--- src/rtl/fx_pkg.sv ---
package fx_pkg;

  typedef enum logic [3:0] {
    OP_LDIND  = 4'd0,
    OP_STIND  = 4'd1,
    OP_XUP2   = 4'd2,
    OP_XDN2   = 4'd3,
    OP_S2Y    = 4'd4,
    OP_LDPAIR = 4'd5,
    OP_JTAB   = 4'd6,
    OP_BSET   = 4'd7,
    OP_BCLR   = 4'd8,
    OP_BTST   = 4'd9
  } fxOp_e;

  typedef enum logic [2:0] {
    AS_ZP, AS_ZPNEXT, AS_TAB, AS_TABNEXT, AS_EFF, AS_DIRECT
  } addrSel_e;

  typedef enum logic [2:0] {
    ST_IDLE, ST_RDA, ST_RDB, ST_CAPB, ST_ACC, ST_FIN, ST_RMW, ST_DONE
  } fxState_e;

  typedef struct packed {
    logic     latch;
    addrSel_e addrSel;
    logic     memWe;
    logic     wrBit;
    logic     capLo;
    logic     capHi;
    logic     ldA;
    logic     ldPair;
    logic     ldPc;
    logic     xUp;
    logic     xDn;
    logic     s2y;
    logic     bitSet;
    logic     bitClr;
    logic     bitTest;
  } fxStrobe_t;

endpackage

--- src/rtl/fx_ctrl.sv ---
module fx_ctrl
  import fx_pkg::*;
(
  input  logic       clk,
  input  logic       rstN,
  input  logic       start,
  input  logic [3:0] opSel,
  output logic       busy,
  output logic       done,
  output fxStrobe_t  stb
);

  fxState_e   state, stateNext;
  logic [3:0] opR;

  always_ff @(posedge clk or negedge rstN) begin
    if (!rstN) begin
      state <= ST_IDLE;
      opR   <= '0;
    end else begin
      state <= stateNext;
      if (state == ST_IDLE && start) opR <= opSel;
    end
  end

  assign busy = (state != ST_IDLE);
  assign done = (state == ST_DONE);

  logic isPtrOp, isPairOp, isJmpOp, isBitOp, isRegOp;
  always_comb begin
    isPtrOp  = (opR == OP_LDIND) || (opR == OP_STIND);
    isPairOp = (opR == OP_LDPAIR);
    isJmpOp  = (opR == OP_JTAB);
    isBitOp  = (opR == OP_BSET) || (opR == OP_BCLR) || (opR == OP_BTST);
    isRegOp  = !(isPtrOp || isPairOp || isJmpOp || isBitOp);
  end

  always_comb begin
    stateNext   = state;
    stb         = '0;
    stb.addrSel = AS_ZP;
    unique case (state)
      ST_IDLE: begin
        if (start) begin
          stb.latch = 1'b1;
          stateNext = ST_RDA;
        end
      end
      ST_RDA: begin
        if (isRegOp) begin
          stb.xUp   = (opR == OP_XUP2);
          stb.xDn   = (opR == OP_XDN2);
          stb.s2y   = (opR == OP_S2Y);
          stateNext = ST_DONE;
        end else if (isBitOp) begin
          stb.addrSel = AS_DIRECT;
          stateNext   = ST_RMW;
        end else begin
          stb.addrSel = isJmpOp ? AS_TAB : AS_ZP;
          stateNext   = ST_RDB;
        end
      end
      ST_RDB: begin
        stb.addrSel = isJmpOp ? AS_TABNEXT : AS_ZPNEXT;
        stb.capLo   = 1'b1;
        stateNext   = ST_CAPB;
      end
      ST_CAPB: begin
        stb.capHi  = isPtrOp;
        stb.ldPair = isPairOp;
        stb.ldPc   = isJmpOp;
        stateNext  = isPtrOp ? ST_ACC : ST_DONE;
      end
      ST_ACC: begin
        stb.addrSel = AS_EFF;
        stb.memWe   = (opR == OP_STIND);
        stateNext   = (opR == OP_STIND) ? ST_DONE : ST_FIN;
      end
      ST_FIN: begin
        stb.ldA   = 1'b1;
        stateNext = ST_DONE;
      end
      ST_RMW: begin
        stb.addrSel = AS_DIRECT;
        stb.bitSet  = (opR == OP_BSET);
        stb.bitClr  = (opR == OP_BCLR);
        stb.bitTest = (opR == OP_BTST);
        stb.memWe   = (opR != OP_BTST);
        stb.wrBit   = 1'b1;
        stateNext   = ST_DONE;
      end
      ST_DONE: stateNext = ST_IDLE;
      default: stateNext = ST_IDLE;
    endcase
  end


  done_pulse_chk: assert property (@(posedge clk) disable iff (!rstN)
    done |=> !done);


  accept_chk: assert property (@(posedge clk) disable iff (!rstN)
    (start && !busy) |=> busy);


  busy_hold_chk: assert property (@(posedge clk) disable iff (!rstN)
    (busy && !done) |=> busy);


  write_busy_chk: assert property (@(posedge clk) disable iff (!rstN)
    stb.memWe |-> busy);

endmodule

--- src/rtl/fx_datapath.sv ---
module fx_datapath
  import fx_pkg::*;
#(
  parameter int DATA_W = 8
) (
  input  logic                  clk,
  input  logic                  rstN,
  input  fxStrobe_t             stb,
  input  logic [2*DATA_W-1:0]   operand,
  input  logic [$clog2(DATA_W)-1:0] bitSel,
  input  logic [DATA_W-1:0]     aIn,
  input  logic [DATA_W-1:0]     xIn,
  input  logic [DATA_W-1:0]     yIn,
  input  logic [DATA_W-1:0]     sIn,
  input  logic                  nIn,
  input  logic                  zIn,
  input  logic [2*DATA_W-1:0]   pcIn,
  input  logic [DATA_W-1:0]     memRdata,
  output logic [2*DATA_W-1:0]   memAddr,
  output logic                  memWe,
  output logic [DATA_W-1:0]     memWdata,
  output logic [DATA_W-1:0]     aOut,
  output logic [DATA_W-1:0]     xOut,
  output logic [DATA_W-1:0]     yOut,
  output logic [2*DATA_W-1:0]   pcOut,
  output logic                  nOut,
  output logic                  zOut
);

  localparam int ADDR_W = 2 * DATA_W;
  localparam int BIT_W  = $clog2(DATA_W);
  localparam logic [DATA_W-1:0] STEP = DATA_W'(2);
  localparam logic [DATA_W-1:0] PAGE0 = '0;

  logic [DATA_W-1:0] aR, xR, yR, sR, ptrLo, ptrHi;
  logic [ADDR_W-1:0] pcR, opndR;
  logic [BIT_W-1:0]  bitR;
  logic              nR, zR;

  // page-zero arithmetic stays DATA_W wide so it wraps
  logic [DATA_W-1:0] zpBase, zpNext;
  logic [ADDR_W-1:0] tabAddr, tabNext, effAddr;
  always_comb begin
    zpBase  = opndR[DATA_W-1:0] + xR;
    zpNext  = zpBase + DATA_W'(1);
    tabAddr = opndR + {PAGE0, yR};
    tabNext = tabAddr + ADDR_W'(1);
    effAddr = {ptrHi, ptrLo} + {PAGE0, yR};
  end

  always_comb begin
    unique case (stb.addrSel)
      AS_ZP:      memAddr = {PAGE0, zpBase};
      AS_ZPNEXT:  memAddr = {PAGE0, zpNext};
      AS_TAB:     memAddr = tabAddr;
      AS_TABNEXT: memAddr = tabNext;
      AS_EFF:     memAddr = effAddr;
      AS_DIRECT:  memAddr = {PAGE0, opndR[DATA_W-1:0]};
      default:    memAddr = {PAGE0, opndR[DATA_W-1:0]};
    endcase
  end

  logic [DATA_W-1:0] bitMask, bitByte;
  always_comb begin
    for (int i = 0; i < DATA_W; i++) bitMask[i] = (bitR == BIT_W'(i));
    if (stb.bitSet)      bitByte = memRdata | bitMask;
    else if (stb.bitClr) bitByte = memRdata & ~bitMask;
    else                 bitByte = memRdata;
  end

  assign memWe    = stb.memWe;
  assign memWdata = stb.wrBit ? bitByte : aR;

  logic [DATA_W-1:0] xNext;
  always_comb begin
    xNext = xR;
    if (stb.xUp)      xNext = xR + STEP;
    else if (stb.xDn) xNext = xR - STEP;
  end

  always_ff @(posedge clk or negedge rstN) begin
    if (!rstN) begin
      aR <= '0; xR <= '0; yR <= '0; sR <= '0;
      ptrLo <= '0; ptrHi <= '0;
      pcR <= '0; opndR <= '0; bitR <= '0;
      nR <= 1'b0; zR <= 1'b0;
    end else if (stb.latch) begin
      aR <= aIn; xR <= xIn; yR <= yIn; sR <= sIn;
      pcR <= pcIn; opndR <= operand; bitR <= bitSel;
      nR <= nIn; zR <= zIn;
    end else begin
      if (stb.capLo) ptrLo <= memRdata;
      if (stb.capHi) ptrHi <= memRdata;
      if (stb.ldA) begin
        aR <= memRdata;
        nR <= memRdata[DATA_W-1];
        zR <= (memRdata == '0);
      end
      if (stb.ldPair) begin
        aR <= ptrLo;
        yR <= memRdata;
        nR <= memRdata[DATA_W-1];
        zR <= (memRdata == '0);
      end
      if (stb.ldPc) pcR <= {memRdata, ptrLo};
      if (stb.xUp || stb.xDn) begin
        xR <= xNext;
        nR <= xNext[DATA_W-1];
        zR <= (xNext == '0);
      end
      if (stb.s2y) begin
        yR <= sR;
        nR <= sR[DATA_W-1];
        zR <= (sR == '0);
      end
      if (stb.bitTest) zR <= ~memRdata[bitR];
    end
  end

  assign aOut  = aR;
  assign xOut  = xR;
  assign yOut  = yR;
  assign pcOut = pcR;
  assign nOut  = nR;
  assign zOut  = zR;


  zp_page_chk: assert property (@(posedge clk) disable iff (!rstN)
    (stb.addrSel == AS_ZP || stb.addrSel == AS_ZPNEXT || stb.addrSel == AS_DIRECT)
      |-> (memAddr[ADDR_W-1:DATA_W] == '0));


  store_flags_chk: assert property (@(posedge clk) disable iff (!rstN)
    memWe |=> ($stable(nR) && $stable(zR)));


  jump_flags_chk: assert property (@(posedge clk) disable iff (!rstN)
    stb.ldPc |=> ($stable(nR) && $stable(zR)));

endmodule

--- src/rtl/fx_unit.sv ---
module fx_unit
  import fx_pkg::*;
#(
  parameter int DATA_W = 8
) (
  input  logic                   clk,
  input  logic                   rstN,
  input  logic                   start,
  input  logic [3:0]             opSel,
  input  logic [2*DATA_W-1:0]    operand,
  input  logic [$clog2(DATA_W)-1:0] bitSel,
  input  logic [DATA_W-1:0]      aIn,
  input  logic [DATA_W-1:0]      xIn,
  input  logic [DATA_W-1:0]      yIn,
  input  logic [DATA_W-1:0]      sIn,
  input  logic                   nIn,
  input  logic                   zIn,
  input  logic [2*DATA_W-1:0]    pcIn,
  output logic                   busy,
  output logic                   done,
  output logic [DATA_W-1:0]      aOut,
  output logic [DATA_W-1:0]      xOut,
  output logic [DATA_W-1:0]      yOut,
  output logic [2*DATA_W-1:0]    pcOut,
  output logic                   nOut,
  output logic                   zOut,
  output logic [2*DATA_W-1:0]    memAddr,
  output logic                   memWe,
  output logic [DATA_W-1:0]      memWdata,
  input  logic [DATA_W-1:0]      memRdata
);

  fxStrobe_t stb;

  fx_ctrl u_ctrl (
    .clk(clk), .rstN(rstN), .start(start), .opSel(opSel),
    .busy(busy), .done(done), .stb(stb)
  );

  fx_datapath #(.DATA_W(DATA_W)) u_dp (
    .clk(clk), .rstN(rstN), .stb(stb),
    .operand(operand), .bitSel(bitSel),
    .aIn(aIn), .xIn(xIn), .yIn(yIn), .sIn(sIn),
    .nIn(nIn), .zIn(zIn), .pcIn(pcIn),
    .memRdata(memRdata), .memAddr(memAddr), .memWe(memWe), .memWdata(memWdata),
    .aOut(aOut), .xOut(xOut), .yOut(yOut), .pcOut(pcOut),
    .nOut(nOut), .zOut(zOut)
  );


  idle_no_write_chk: assert property (@(posedge clk) disable iff (!rstN)
    !busy |-> !memWe);

endmodule

--- config.mk ---
export PLATFORM = sky130hd
export DESIGN_NAME = fx_unit
export DESIGN_NICKNAME = d
export VERILOG_FILES = /design/src/rtl/fx_pkg.sv /design/src/rtl/fx_ctrl.sv /design/src/rtl/fx_datapath.sv /design/src/rtl/fx_unit.sv
export SDC_FILE = /design/constraint.sdc
export NUM_CORES = 1
export LEC_CHECK = 0
export BUFFER_PORTS_ARGS = -buffer_cell sky130_fd_sc_hd__buf_2
export CAP_MARGIN = 30
export CELL_PAD_IN_SITES_DETAIL_PLACEMENT = 1
export CELL_PAD_IN_SITES_GLOBAL_PLACEMENT = 2
export CORE_AREA = 3 3 171 173
export DETAILED_ROUTE_END_ITERATION = 10
export DIE_AREA = 0 0 174 176
export GPL_ROUTABILITY_DRIVEN = 0
export GPL_TIMING_DRIVEN = 0
export HOLD_SLACK_MARGIN = 0.08
export PLACE_DENSITY = 0.72
export SETUP_SLACK_MARGIN = 0.2
export SYNTH_ARGS = -nofsm -noshare
export SYNTH_HDL_FRONTEND = slang
export SYNTH_SLANG_ARGS = --single-unit
--- constraint.sdc ---
create_clock -name clk -period 4.65 [get_ports clk]
set_clock_uncertainty 0.2 [all_clocks]
set_input_delay 1.1625 -clock clk [delete_from_list [all_inputs] [get_ports clk]]
set_output_delay 1.1625 -clock clk [all_outputs]
set_load 0.03 [all_outputs]
==> results.json <==
{
  "status": "finished, final reports clean",
  "synth_largest_area_cell": "dfrtp_1",
  "start_kind": "flop",
  "dp.cells": 1359,
  "clkTransAtPathRegs_ns": 0.09,
  "io_pins": 153,
  "cts_buffers": 9,
  "relSlewSlack": 0.456,
  "period_minus_slack_ns": 4.61,
  "pwr-share-comb": 0.702,
  "synth.top_cells.by_area": "dfrtp_1 33%, nand2_1 10%, ha_1 4.9%",
  "synth_edf_count": 0,
  "drive_gt1_frac": 0.325,
  "grt_pass1_wl_um": 43000,
  "place.port_buffers": 152,
  "p_sw_mw": 4.42,
  "ant_nets": 0,
  "final.setup.worst_slack_ns": 0.0383,
  "final_area_mm2": 0.00932,
  "arrival_ns": 3.25,
  "nets": 1148,
  "rsz0062_at_grt": "true",
  "worstSetupStartpoint": "u_dp.yOut[0]$_DFFE_PN0P_",
  "first_global_vias": 7417,
  "final_max_slew_viol_count": 0,
  "powerDensity_mw_per_mm2": 909,
  "pwr-share-clk": 0.094,
  "crit_family": "compound AO/OA/AOI/OAI gates",
  "vdd_drop_max_mv": 0.364,
  "final-hold-violation-count": 0,
  "dr.pass1.iters": 5,
  "timing.final.crit_share": 0.992,
  "cpPeakStageDelay_ns": 0.46,
  "synthArstFlopShare": 1.00,
  "route.detailed.drc": 0,
  "place_hpwl_um": 21400,
  "cts_hold_buf": 0,
  "antenna_found_initial": 5,
  "grt_start_max_net_pins": 66,
  "path_buf_inv": 2,
  "preCtsSetupSlack_ns": -0.0405,
  "crit_top_cell": "buf_6",
  "path_cells": "ha_4 > fa_2 > buf_6 > a211oi_4 > o21ai_4 > o31ai_1 > a32o_2 > nand4b_1 > xor2_1 > a221o_2 > buf_6",
  "timing.fmax_mhz": 217,
  "final_cell_mix": "185 x nand2_1, 142 x buf_2, 81 x dfrtp_1",
  "cts_root_buffer": "clkbuf_16",
  "area_growth_pct": 34.7,
  "hp-class": "reg -> reg",
  "drt-total-wl_um": 28200,
  "setup_viol": 0,
  "crit_type": "reg -> out",
  "drt-vias-per-instance": 4.96,
  "ys_ff_latch": 92,
  "cp-end-kind": "output pin",
  "core_area_mm2": 0.0278,
  "ys_types": 73,
  "dpl_cell_area_mm2": 0.00820,
  "cts.path.max_buffers": 2,
  "swShare": 0.521,
  "die_w_um": 174,
  "clock_latency_ns": 0.36,
  "cts_tree": "done",
  "synth_nets": 941,
  "syn_inst": 827,
  "fill_cells": 3372,
  "yosys_most_used_dff": "dfrtp_1",
  "ys_seq_area_frac": 0.333,
  "ctsHtreeMaxLevel": 3,
  "final_common_cell": "nand2_1",
  "initial_utilization": 0.249,
  "r2r-start": "u_ctrl.state[2]$_DFFE_PN0P_",
  "layout.cells.non_filler": 1417,
  "worstHoldStart": "u_dp.pcOut[14]$_DFFE_PN0P_",
  "routedWlPerCell_um": 19.9,
  "drt_iter0_markers": 358,
  "syn_area_mm2": 0.00692,
  "grt_overflow": 0,
  "p_int_mw": 4.05,
  "worst_ep_required_time_ns": 3.29,
  "drv_cap": 0,
  "worst_path_max_delay_cell": "dfrtp_2",
  "vias": 7033,
  "antenna_cells": 0,
  "die_area_mm2": 0.0306,
  "die_h_um": 176,
  "grt_usage": 0.181,
  "rows": 61,
  "power_frac_seq": 0.205,
  "cts_sinks": 92,
  "yosysTopAreaCellShare": 0.333,
  "crit_fanout": 7,
  "cellLeakagePower_nw": 4.06,
  "ys_warn_count": 0,
  "post_synth.cell_area_avg_um2": 8.36,
  "report.power.total_mw": 8.47,
  "tightest_slew_ns": 0.816
}
worst min-delay path: stages (launching register included):
cell,delay [ns]
dfrtp_1,0.35
nand2_1,0.05
nand2_1,0.06
cell usage after synthesis, types with 3 or more instances:
cell	number
a211oi_1	4
a21o_1	3
a21oi_1	31
a221o_1	4
a221oi_1	5
a22oi_1	16
a31oi_1	4
and2_1	5
and3_1	11
buf_1	6
buf_2	3
clkbuf_1	25
dfrtp_1	92
fa_1	3
ha_1	27
inv_1	19
mux2_2	29
mux2i_1	26
nand2_1	186
nand2b_1	14
nand3_1	20
nand4_1	9
nor2_1	57
nor2b_1	7
nor3_1	14
nor3b_1	5
nor4_1	9
nor4b_1	3
o211ai_1	9
o21a_1	5
o21ai_0	60
o21bai_1	4
o221ai_1	7
xnor2_1	31
xor2_1	22
kinds of logic (layout without fill, tap and decap cells):
| group | Yosys count | count (layout) | share of synthesized area |
|---|---|---|---|
| AOI/OAI and AO/OA | 181 | 181 | 0.177 |
| xor gates and xnor gates | 53 | 53 | 0.0671 |
| adders and majority gates | 30 | 30 | 0.0575 |
| buffers and inverters | 57 | 269 | 0.0356 |
| DFF | 92 | 92 | 0.333 |
| muxes | 57 | 57 | 0.0914 |
| and+or+nand+nor | 357 | 357 | 0.238 |
registers in the layout, indices dropped and copies added (netlist names), 8 cells and up:
register / cells
u_dp.opndR: 16
u_dp.pcOut: 16
u_dp.aOut: 8
u_dp.ptrHi: 8
u_dp.ptrLo: 8
u_dp.sR: 8
u_dp.xOut: 8
u_dp.yOut: 8
final timing paths:
check	end	slack, ns	depth (start not counted)
worst max-delay path	memAddr[14]	0.04	11
worst min-delay path	u_dp.pcOut[14]$_DFFE_PN0P_	0.28	2
worst max register to register	u_ctrl.opR[0]$_DFFE_PN0P_	1.29	8
worst min register to register	u_dp.pcOut[14]$_DFFE_PN0P_	0.28	2
max in group asynchronous	u_dp.yOut[4]$_DFFE_PN0P_	3.03	2
min in group asynchronous	u_dp.xOut[5]$_DFFE_PN0P_	0.53	1
per-layer routing:
metal	global-route usage	wire length (um)
met1	0.245	13300
met2	0.295	13000
met3	0.0467	1570
met4	0.0292	250
met5	0	63
layout make-up:
type,instances,area [um2],share of cell area
inverter,19,71.3,0.00765
timing repair buffer,196,1200,0.128
buffer,38,179,0.0192
sequential,92,2320,0.249
clock buffer,9,225,0.0242
multi-input combinational,678,4770,0.512
clock inverter,7,86.3,0.00926
tap,378,473,0.0508
metrics by stage:
step / setup TNS, ns / hold slack, ns / utilization
after floorplan: 0 / 0.266 / -
after global placement: -0.0433 / 0.262 / 0.294
after detailed placement: -0.0783 / 0.265 / 0.295
after global routing: -0.250 / 0.320 / 0.335
final: 0 / 0.279 / 0.335
after CTS: 0 / 0.288 / 0.326
power by group through the flow:
| stage | Sequential (mW) | Combinational [mW] | Clock (mW) |
|---|---|---|---|
| after global routing | 1.80 | 6.45 | 0.842 |
| final | 1.73 | 5.94 | 0.793 |
| after global placement | 1.71 | 4.74 | 0 |
| after floorplan | 1.87 | 3.21 | 0 |
| after CTS | 1.73 | 5.57 | 0.820 |
| after detailed placement | 1.72 | 4.82 | 0 |
what timing repair did:
action | in CTS | in global routing
pin swaps | 43 | 32
buffers inserted | 29 | 13
resized for setup | 72 | 38
setup endpoints to repair | 13 | 17
(Power assumes the default switching activity.)
